## config.mk

```make
export PLATFORM = sky130hd
export DESIGN_NAME = sicond_top
export DESIGN_NICKNAME = d
export VERILOG_FILES = /design/src/rtl/sicond_pkg.sv /design/src/rtl/sicond_ctrl_reg.sv /design/src/rtl/sicond_sync.sv /design/src/rtl/sicond_rx_path.sv /design/src/rtl/sicond_echo.sv /design/src/rtl/sicond_top.sv
export SDC_FILE = /design/constraint.sdc
export NUM_CORES = 1
export LEC_CHECK = 0
export CAP_MARGIN = 30
export CORE_MARGIN = 2
export CORE_UTILIZATION = 29
export DETAILED_ROUTE_END_ITERATION = 10
export SETUP_SLACK_MARGIN = 0.3
export SLEW_MARGIN = 10
export SYNTH_ARGS = -nofsm -noshare
export SYNTH_HDL_FRONTEND = slang
export SYNTH_SLANG_ARGS = --single-unit
```

## constraint.sdc

```tcl
create_clock -name clk -period 2.3 [get_ports clk]
set_input_delay 0.23 -clock clk [delete_from_list [all_inputs] [get_ports clk]]
set_output_delay 0.23 -clock clk [all_outputs]
set_load 0.02 [all_outputs]
```

## src/rtl/sicond_pkg.sv

```systemverilog
package sicond_pkg;

  localparam int CTRL_W = 8;
  localparam logic [CTRL_W-1:0] CTRL_RESET = 8'h03;

  typedef struct packed {
    logic       sync_en;
    logic       data_inv;
    logic       clk_fall;
    logic       gate_en;
    logic       gate_high;
    logic       in_off;
    logic [1:0] spare;
  } sicond_ctrl_t;

  // Edge detect on a synchronized level: current sample against previous one.
  function automatic logic pick_edge(logic cur, logic prev, logic fall);
    return fall ? (prev & ~cur) : (cur & ~prev);
  endfunction

  // Carrier gate: open when gating is off or the level matches the active one.
  function automatic logic gate_open(logic en, logic lvl, logic active_high);
    return (!en) || (lvl == active_high);
  endfunction

endpackage

```

## src/rtl/sicond_ctrl_reg.sv

```systemverilog
module sicond_ctrl_reg #(
  parameter int              W         = 8,
  parameter logic [W-1:0]    RESET_VAL = '0
) (
  input  logic         clk,
  input  logic         rst_n,
  input  logic         wr,
  input  logic [W-1:0] wdata,
  output logic [W-1:0] q
);
  always_ff @(posedge clk or negedge rst_n) begin
    if (!rst_n)  q <= RESET_VAL;
    else if (wr) q <= wdata;
  end
endmodule

```

## src/rtl/sicond_sync.sv

```systemverilog
module sicond_sync #(
  parameter int               WIDTH     = 3,
  parameter int               STAGES    = 2,
  parameter logic [WIDTH-1:0] RESET_VAL = '0
) (
  input  logic             clk,
  input  logic             rst_n,
  input  logic [WIDTH-1:0] d,
  output logic [WIDTH-1:0] q,
  output logic [WIDTH-1:0] q_prev
);
  localparam int DEPTH = STAGES + 1;

  logic [WIDTH-1:0] chain [DEPTH];

  genvar g;
  generate
    for (g = 0; g < DEPTH; g++) begin : g_stage
      if (g == 0) begin : g_first
        always_ff @(posedge clk or negedge rst_n) begin
          if (!rst_n) chain[g] <= RESET_VAL;
          else        chain[g] <= d;
        end
      end else begin : g_next
        always_ff @(posedge clk or negedge rst_n) begin
          if (!rst_n) chain[g] <= RESET_VAL;
          else        chain[g] <= chain[g-1];
        end
      end
    end
  endgenerate

  assign q      = chain[STAGES-1];
  assign q_prev = chain[STAGES];
endmodule

```

## src/rtl/sicond_rx_path.sv

```systemverilog
module sicond_rx_path
  import sicond_pkg::*;
(
  input  sicond_ctrl_t ctrl,
  input  logic         loop_mode,
  input  logic         sin_s,
  input  logic         clk_s,
  input  logic         clk_s_prev,
  input  logic         dcd_s,
  input  logic         tx_data,
  input  logic         tx_strobe,
  output logic         path_active,
  output logic         edge_rise,
  output logic         edge_fall,
  output logic         gate_ok,
  output logic         rx_data,
  output logic         rx_strobe
);
  logic edge_sel;

  assign path_active = ctrl.sync_en && !ctrl.in_off && !loop_mode;
  assign edge_rise   = pick_edge(clk_s, clk_s_prev, 1'b0);
  assign edge_fall   = pick_edge(clk_s, clk_s_prev, 1'b1);
  assign edge_sel    = ctrl.clk_fall ? edge_fall : edge_rise;
  assign gate_ok     = gate_open(ctrl.gate_en, dcd_s, ctrl.gate_high);

  always_comb begin
    rx_data   = 1'b1;
    rx_strobe = 1'b0;
    if (ctrl.sync_en) begin
      if (loop_mode) begin
        rx_data   = tx_data;
        rx_strobe = tx_strobe;
      end else if (!ctrl.in_off) begin
        rx_data   = sin_s ^ ctrl.data_inv;
        rx_strobe = edge_sel && gate_ok;
      end
    end
  end
endmodule

```

## src/rtl/sicond_echo.sv

```systemverilog
module sicond_echo (
  input  logic echo_mode,
  input  logic sin_pin,
  input  logic rxclk_pin,
  input  logic dcd_pin,
  output logic echo_sout,
  output logic echo_clkout,
  output logic echo_rts
);
  assign echo_sout   = echo_mode ? sin_pin   : 1'b1;
  assign echo_clkout = echo_mode ? rxclk_pin : 1'b0;
  assign echo_rts    = echo_mode ? dcd_pin   : 1'b1;
endmodule

```

## src/rtl/sicond_top.sv

```systemverilog
module sicond_top
  import sicond_pkg::*;
#(
  parameter int SYNC_STAGES = 2
) (
  input  logic              clk,
  input  logic              rst_n,
  input  logic              ctrl_wr,
  input  logic [CTRL_W-1:0] ctrl_wdata,
  output logic [CTRL_W-1:0] ctrl_rdata,
  input  logic              sin_pin,
  input  logic              rxclk_pin,
  input  logic              dcd_pin,
  input  logic              echo_mode,
  input  logic              loop_mode,
  input  logic              tx_data,
  input  logic              tx_strobe,
  output logic              rx_data,
  output logic              rx_strobe,
  output logic              echo_sout,
  output logic              echo_clkout,
  output logic              echo_rts
);
  localparam int PIN_N = 3;
  localparam int IDX_SIN = 0;
  localparam int IDX_CLK = 1;
  localparam int IDX_DCD = 2;
  localparam logic [PIN_N-1:0] PIN_IDLE = 3'b001;

  logic [CTRL_W-1:0] ctrl_q;
  sicond_ctrl_t      ctrl;
  logic [PIN_N-1:0]  pins_s;
  logic [PIN_N-1:0]  pins_s_prev;

  // Named internal events for the checker.
  logic path_active;
  logic edge_rise;
  logic edge_fall;
  logic gate_ok;
  logic dcd_lvl_s;

  sicond_ctrl_reg #(.W(CTRL_W), .RESET_VAL(CTRL_RESET)) u_ctrl (
    .clk(clk), .rst_n(rst_n), .wr(ctrl_wr), .wdata(ctrl_wdata), .q(ctrl_q)
  );

  assign ctrl       = sicond_ctrl_t'(ctrl_q);
  assign ctrl_rdata = ctrl_q;

  sicond_sync #(.WIDTH(PIN_N), .STAGES(SYNC_STAGES), .RESET_VAL(PIN_IDLE)) u_sync (
    .clk(clk), .rst_n(rst_n),
    .d({dcd_pin, rxclk_pin, sin_pin}),
    .q(pins_s), .q_prev(pins_s_prev)
  );

  assign dcd_lvl_s = pins_s[IDX_DCD];

  sicond_rx_path u_rx (
    .ctrl(ctrl), .loop_mode(loop_mode),
    .sin_s(pins_s[IDX_SIN]), .clk_s(pins_s[IDX_CLK]),
    .clk_s_prev(pins_s_prev[IDX_CLK]), .dcd_s(dcd_lvl_s),
    .tx_data(tx_data), .tx_strobe(tx_strobe),
    .path_active(path_active), .edge_rise(edge_rise), .edge_fall(edge_fall),
    .gate_ok(gate_ok), .rx_data(rx_data), .rx_strobe(rx_strobe)
  );

  sicond_echo u_echo (
    .echo_mode(echo_mode), .sin_pin(sin_pin), .rxclk_pin(rxclk_pin),
    .dcd_pin(dcd_pin), .echo_sout(echo_sout), .echo_clkout(echo_clkout),
    .echo_rts(echo_rts)
  );
endmodule

```

==> results.json <==
{
  "outcome": "finished, final reports clean",
  "drive_gt1_share_pct": 22.2,
  "root_buffer": "clkbuf_4",
  "synth_area_per_cell_sq_um": 14.7,
  "syn_inst": 39,
  "start_util_pct": 29.9,
  "die-area_sq_mm": 0.00235,
  "routabilityCongestion": 0.620,
  "wl_um": 1030,
  "cts_resized": 1,
  "worstSetupEndpointType": "output pin",
  "crit_chain": "clkdlybuf4s50_1 > and2_1 > clkdlybuf4s50_1",
  "fin_skew_ns": 0.000157,
  "port_buffers": 30,
  "grt_pass1_vias": 403,
  "worst-endpoint-required_ns": 2.07,
  "crit-reg2reg-launch": "u_ctrl.q[7]",
  "hold_class": "in2async",
  "num_rows": 16,
  "layout_min_cycle_time_ns": 1.69,
  "via_count": 419,
  "hold_buffers": 0,
  "grt_max_degree": 16,
  "cts_made_buffers": 3,
  "max_clock_freq_ghz": 0.591,
  "io_pins": 31,
  "cts_setup_buffers": 0,
  "gr-usage-met1_pct": 12.0,
  "cp_num_buf_inv": 2,
  "syn2layout_area_growth_pct": 61.2,
  "cts_max_level": 1,
  "ys_ff_latch": 15,
  "drv_slew": 0,
  "worst-endpoint-arrival_ns": 1.46,
  "grt.total_usage_pct": 9.36,
  "power_uw": 574,
  "grt.overflow.total": 0,
  "reg2reg_slack_ns": 1.51,
  "worstMarginPinSlew_ns": 0.632,
  "tns_ns": 0,
  "cts_tree": "done",
  "cpPeakStageDelay_ns": 0.60,
  "slew_headroom_pct": 57.8,
  "place_ws_ns": 0.484,
  "crit_type": "in2out",
  "synth_top_cell_by_area": "dfrtp_1",
  "dp_cells": 95,
  "antenna_found_initial": 0,
  "dp_hpwl_um": 789,
  "grtUsageMet2_pct": 13.0,
  "critPathMaxFanout": 3,
  "grt_pass1_wl_um": 1700,
  "busiest_layer": "met2",
  "cpMostUsedCell": "clkdlybuf4s50_1",
  "synth.area.top_cells": "dfrtp_1 (48%), dfstp_2 (18%), mux2_2 (16%)",
  "setup_violations": 0,
  "wl_per_cell_um": 10.4,
  "yosysSeqAreaShare_pct": 66.2,
  "firstDrtPassIters": 2,
  "fillers": 199,
  "diodes": 0,
  "post_synth_num_cell_types": 15,
  "post-route-period-util_pct": 73.5,
  "power_density_mw_per_mm2": 620,
  "final_core_util_pct": 48.2,
  "rsz0062_at_grt": "no",
  "setup_ws_ns": 0.609,
  "slowest_stage": "clkdlybuf4s50_1",
  "clock_sinks": 15,
  "insertion_delay_ns": 0.27,
  "hold_viol": 0,
  "clk_pin_slew_ns": 0.09,
  "r2r_cells": 1,
  "timing.rr.end": "u_ctrl.q[7]",
  "cap_violations": 0,
  "viasPerCell": 4.23,
  "dieHeight_um": 48.5,
  "num-nets-final": 91,
  "netlist_area_sq_um": 574,
  "synth_nets": 57,
  "yosysWarnings": 0,
  "core_area_sq_mm": 0.00192,
  "drcViolationCount": 0,
  "start_kind": "input port",
  "die_w_um": 48.5,
  "yosysTopAreaCellShare_pct": 47.9,
  "gr-usage-met3_pct": 4.94,
  "ir_drop_mv": 0.342,
  "cts_max_path_buffers": 2,
  "p_leak_nw": 0.397,
  "initialDrtViolationCount": 3,
  "ant_nets": 0,
  "fin_cells": 99,
  "crit_family": "buffers and inverters"
}
## how the worst max path moves through the flow
stage                     start  slack, ns  cells past startpoint     endpoint
3_3_place_gp          loop_mode       0.50                      4    rx_strobe
3_5_place_dp          loop_mode       0.48                      4    rx_strobe
6_report              echo_mode       0.61                      3  echo_clkout
5_1_grt             u_sync.q[0]       0.47                      4      rx_data
2_1_floorplan       u_sync.q[0]       0.89                      3      rx_data
4_1_cts        u_sync.q_prev[1]       0.34                      4    rx_strobe
## layer usage
metal / up-vias / part of all wire (%)
met5: - / 0
li1: 202 / -
met1: 194 / 46
met4: 0 / 0
met2: 23 / 42
met3: 0 / 12
## sequential cells by signal, summed over array words and instances (netlist names)
signal and count:
u_ctrl.q 8, u_sync.q_prev 1, u_sync.chain 3, u_sync.q 3
## synth_stat cells, drive strengths merged
cell and count:
buf 1, o22ai 1, a41o 1, nand2b 3, xor2 2, nand2 2
nor2 1, and3 1, dfrtp 11, o21ai 1, nor2b 1, nor3 1
and2 1, dfstp 4, mux2 8
## layout by cell type, fill, tap and decap left out, drive strengths merged
master,n
and2,1
clkdlybuf4s50,28
nor2b,1
nor3,1
dfrtp,11
o21ai,1
xor2,2
nand2,2
a41o,1
o22ai,1
clkbuf,3
and3,1
dlymetal6s2s,1
mux2,8
dfstp,4
dlygate4sd2,1
nor2,1
nand2b,3
clkinv,1
## cells by family (layout without fill, tap and decap cells)
| family | after synthesis | after routing | share of synthesized area (%) |
|---|---|---|---|
| flops | 15 | 15 | 66.2 |
| compound gates | 3 | 3 | 3.70 |
| mux | 8 | 8 | 15.7 |
| simple gates | 10 | 10 | 9.37 |
| xor+xnor | 2 | 2 | 3.05 |
| buf+inv | 1 | 34 | 1.96 |
## final cells by class
class | count | area (sq um) | area share [%]
multi-input cells | 23 | 183 | 19.7
clock inverters | 1 | 5.00 | 0.541
well taps | 27 | 33.8 | 3.65
flip-flops and latches | 15 | 380 | 41.1
clock buffers | 3 | 22.5 | 2.43
repair buffers | 30 | 302 | 32.6
## power by group
part	internal, mW	total [mW]	switching (mW)
clock network	0.0644	0.143	0.0790
registers	0.288	0.301	0.0134
logic	0.0763	0.129	0.0528
total	0.429	0.574	0.145
## stage by stage
stage               hold WS [ns]  cell area [sq um]
floorplan                -0.0656                574
global placement           0.332                897
detailed placement         0.336                897
CTS                        0.353                923
global route               0.360                926
finish                     0.341                926
Note: power is estimated with default switching activity, not from simulation.
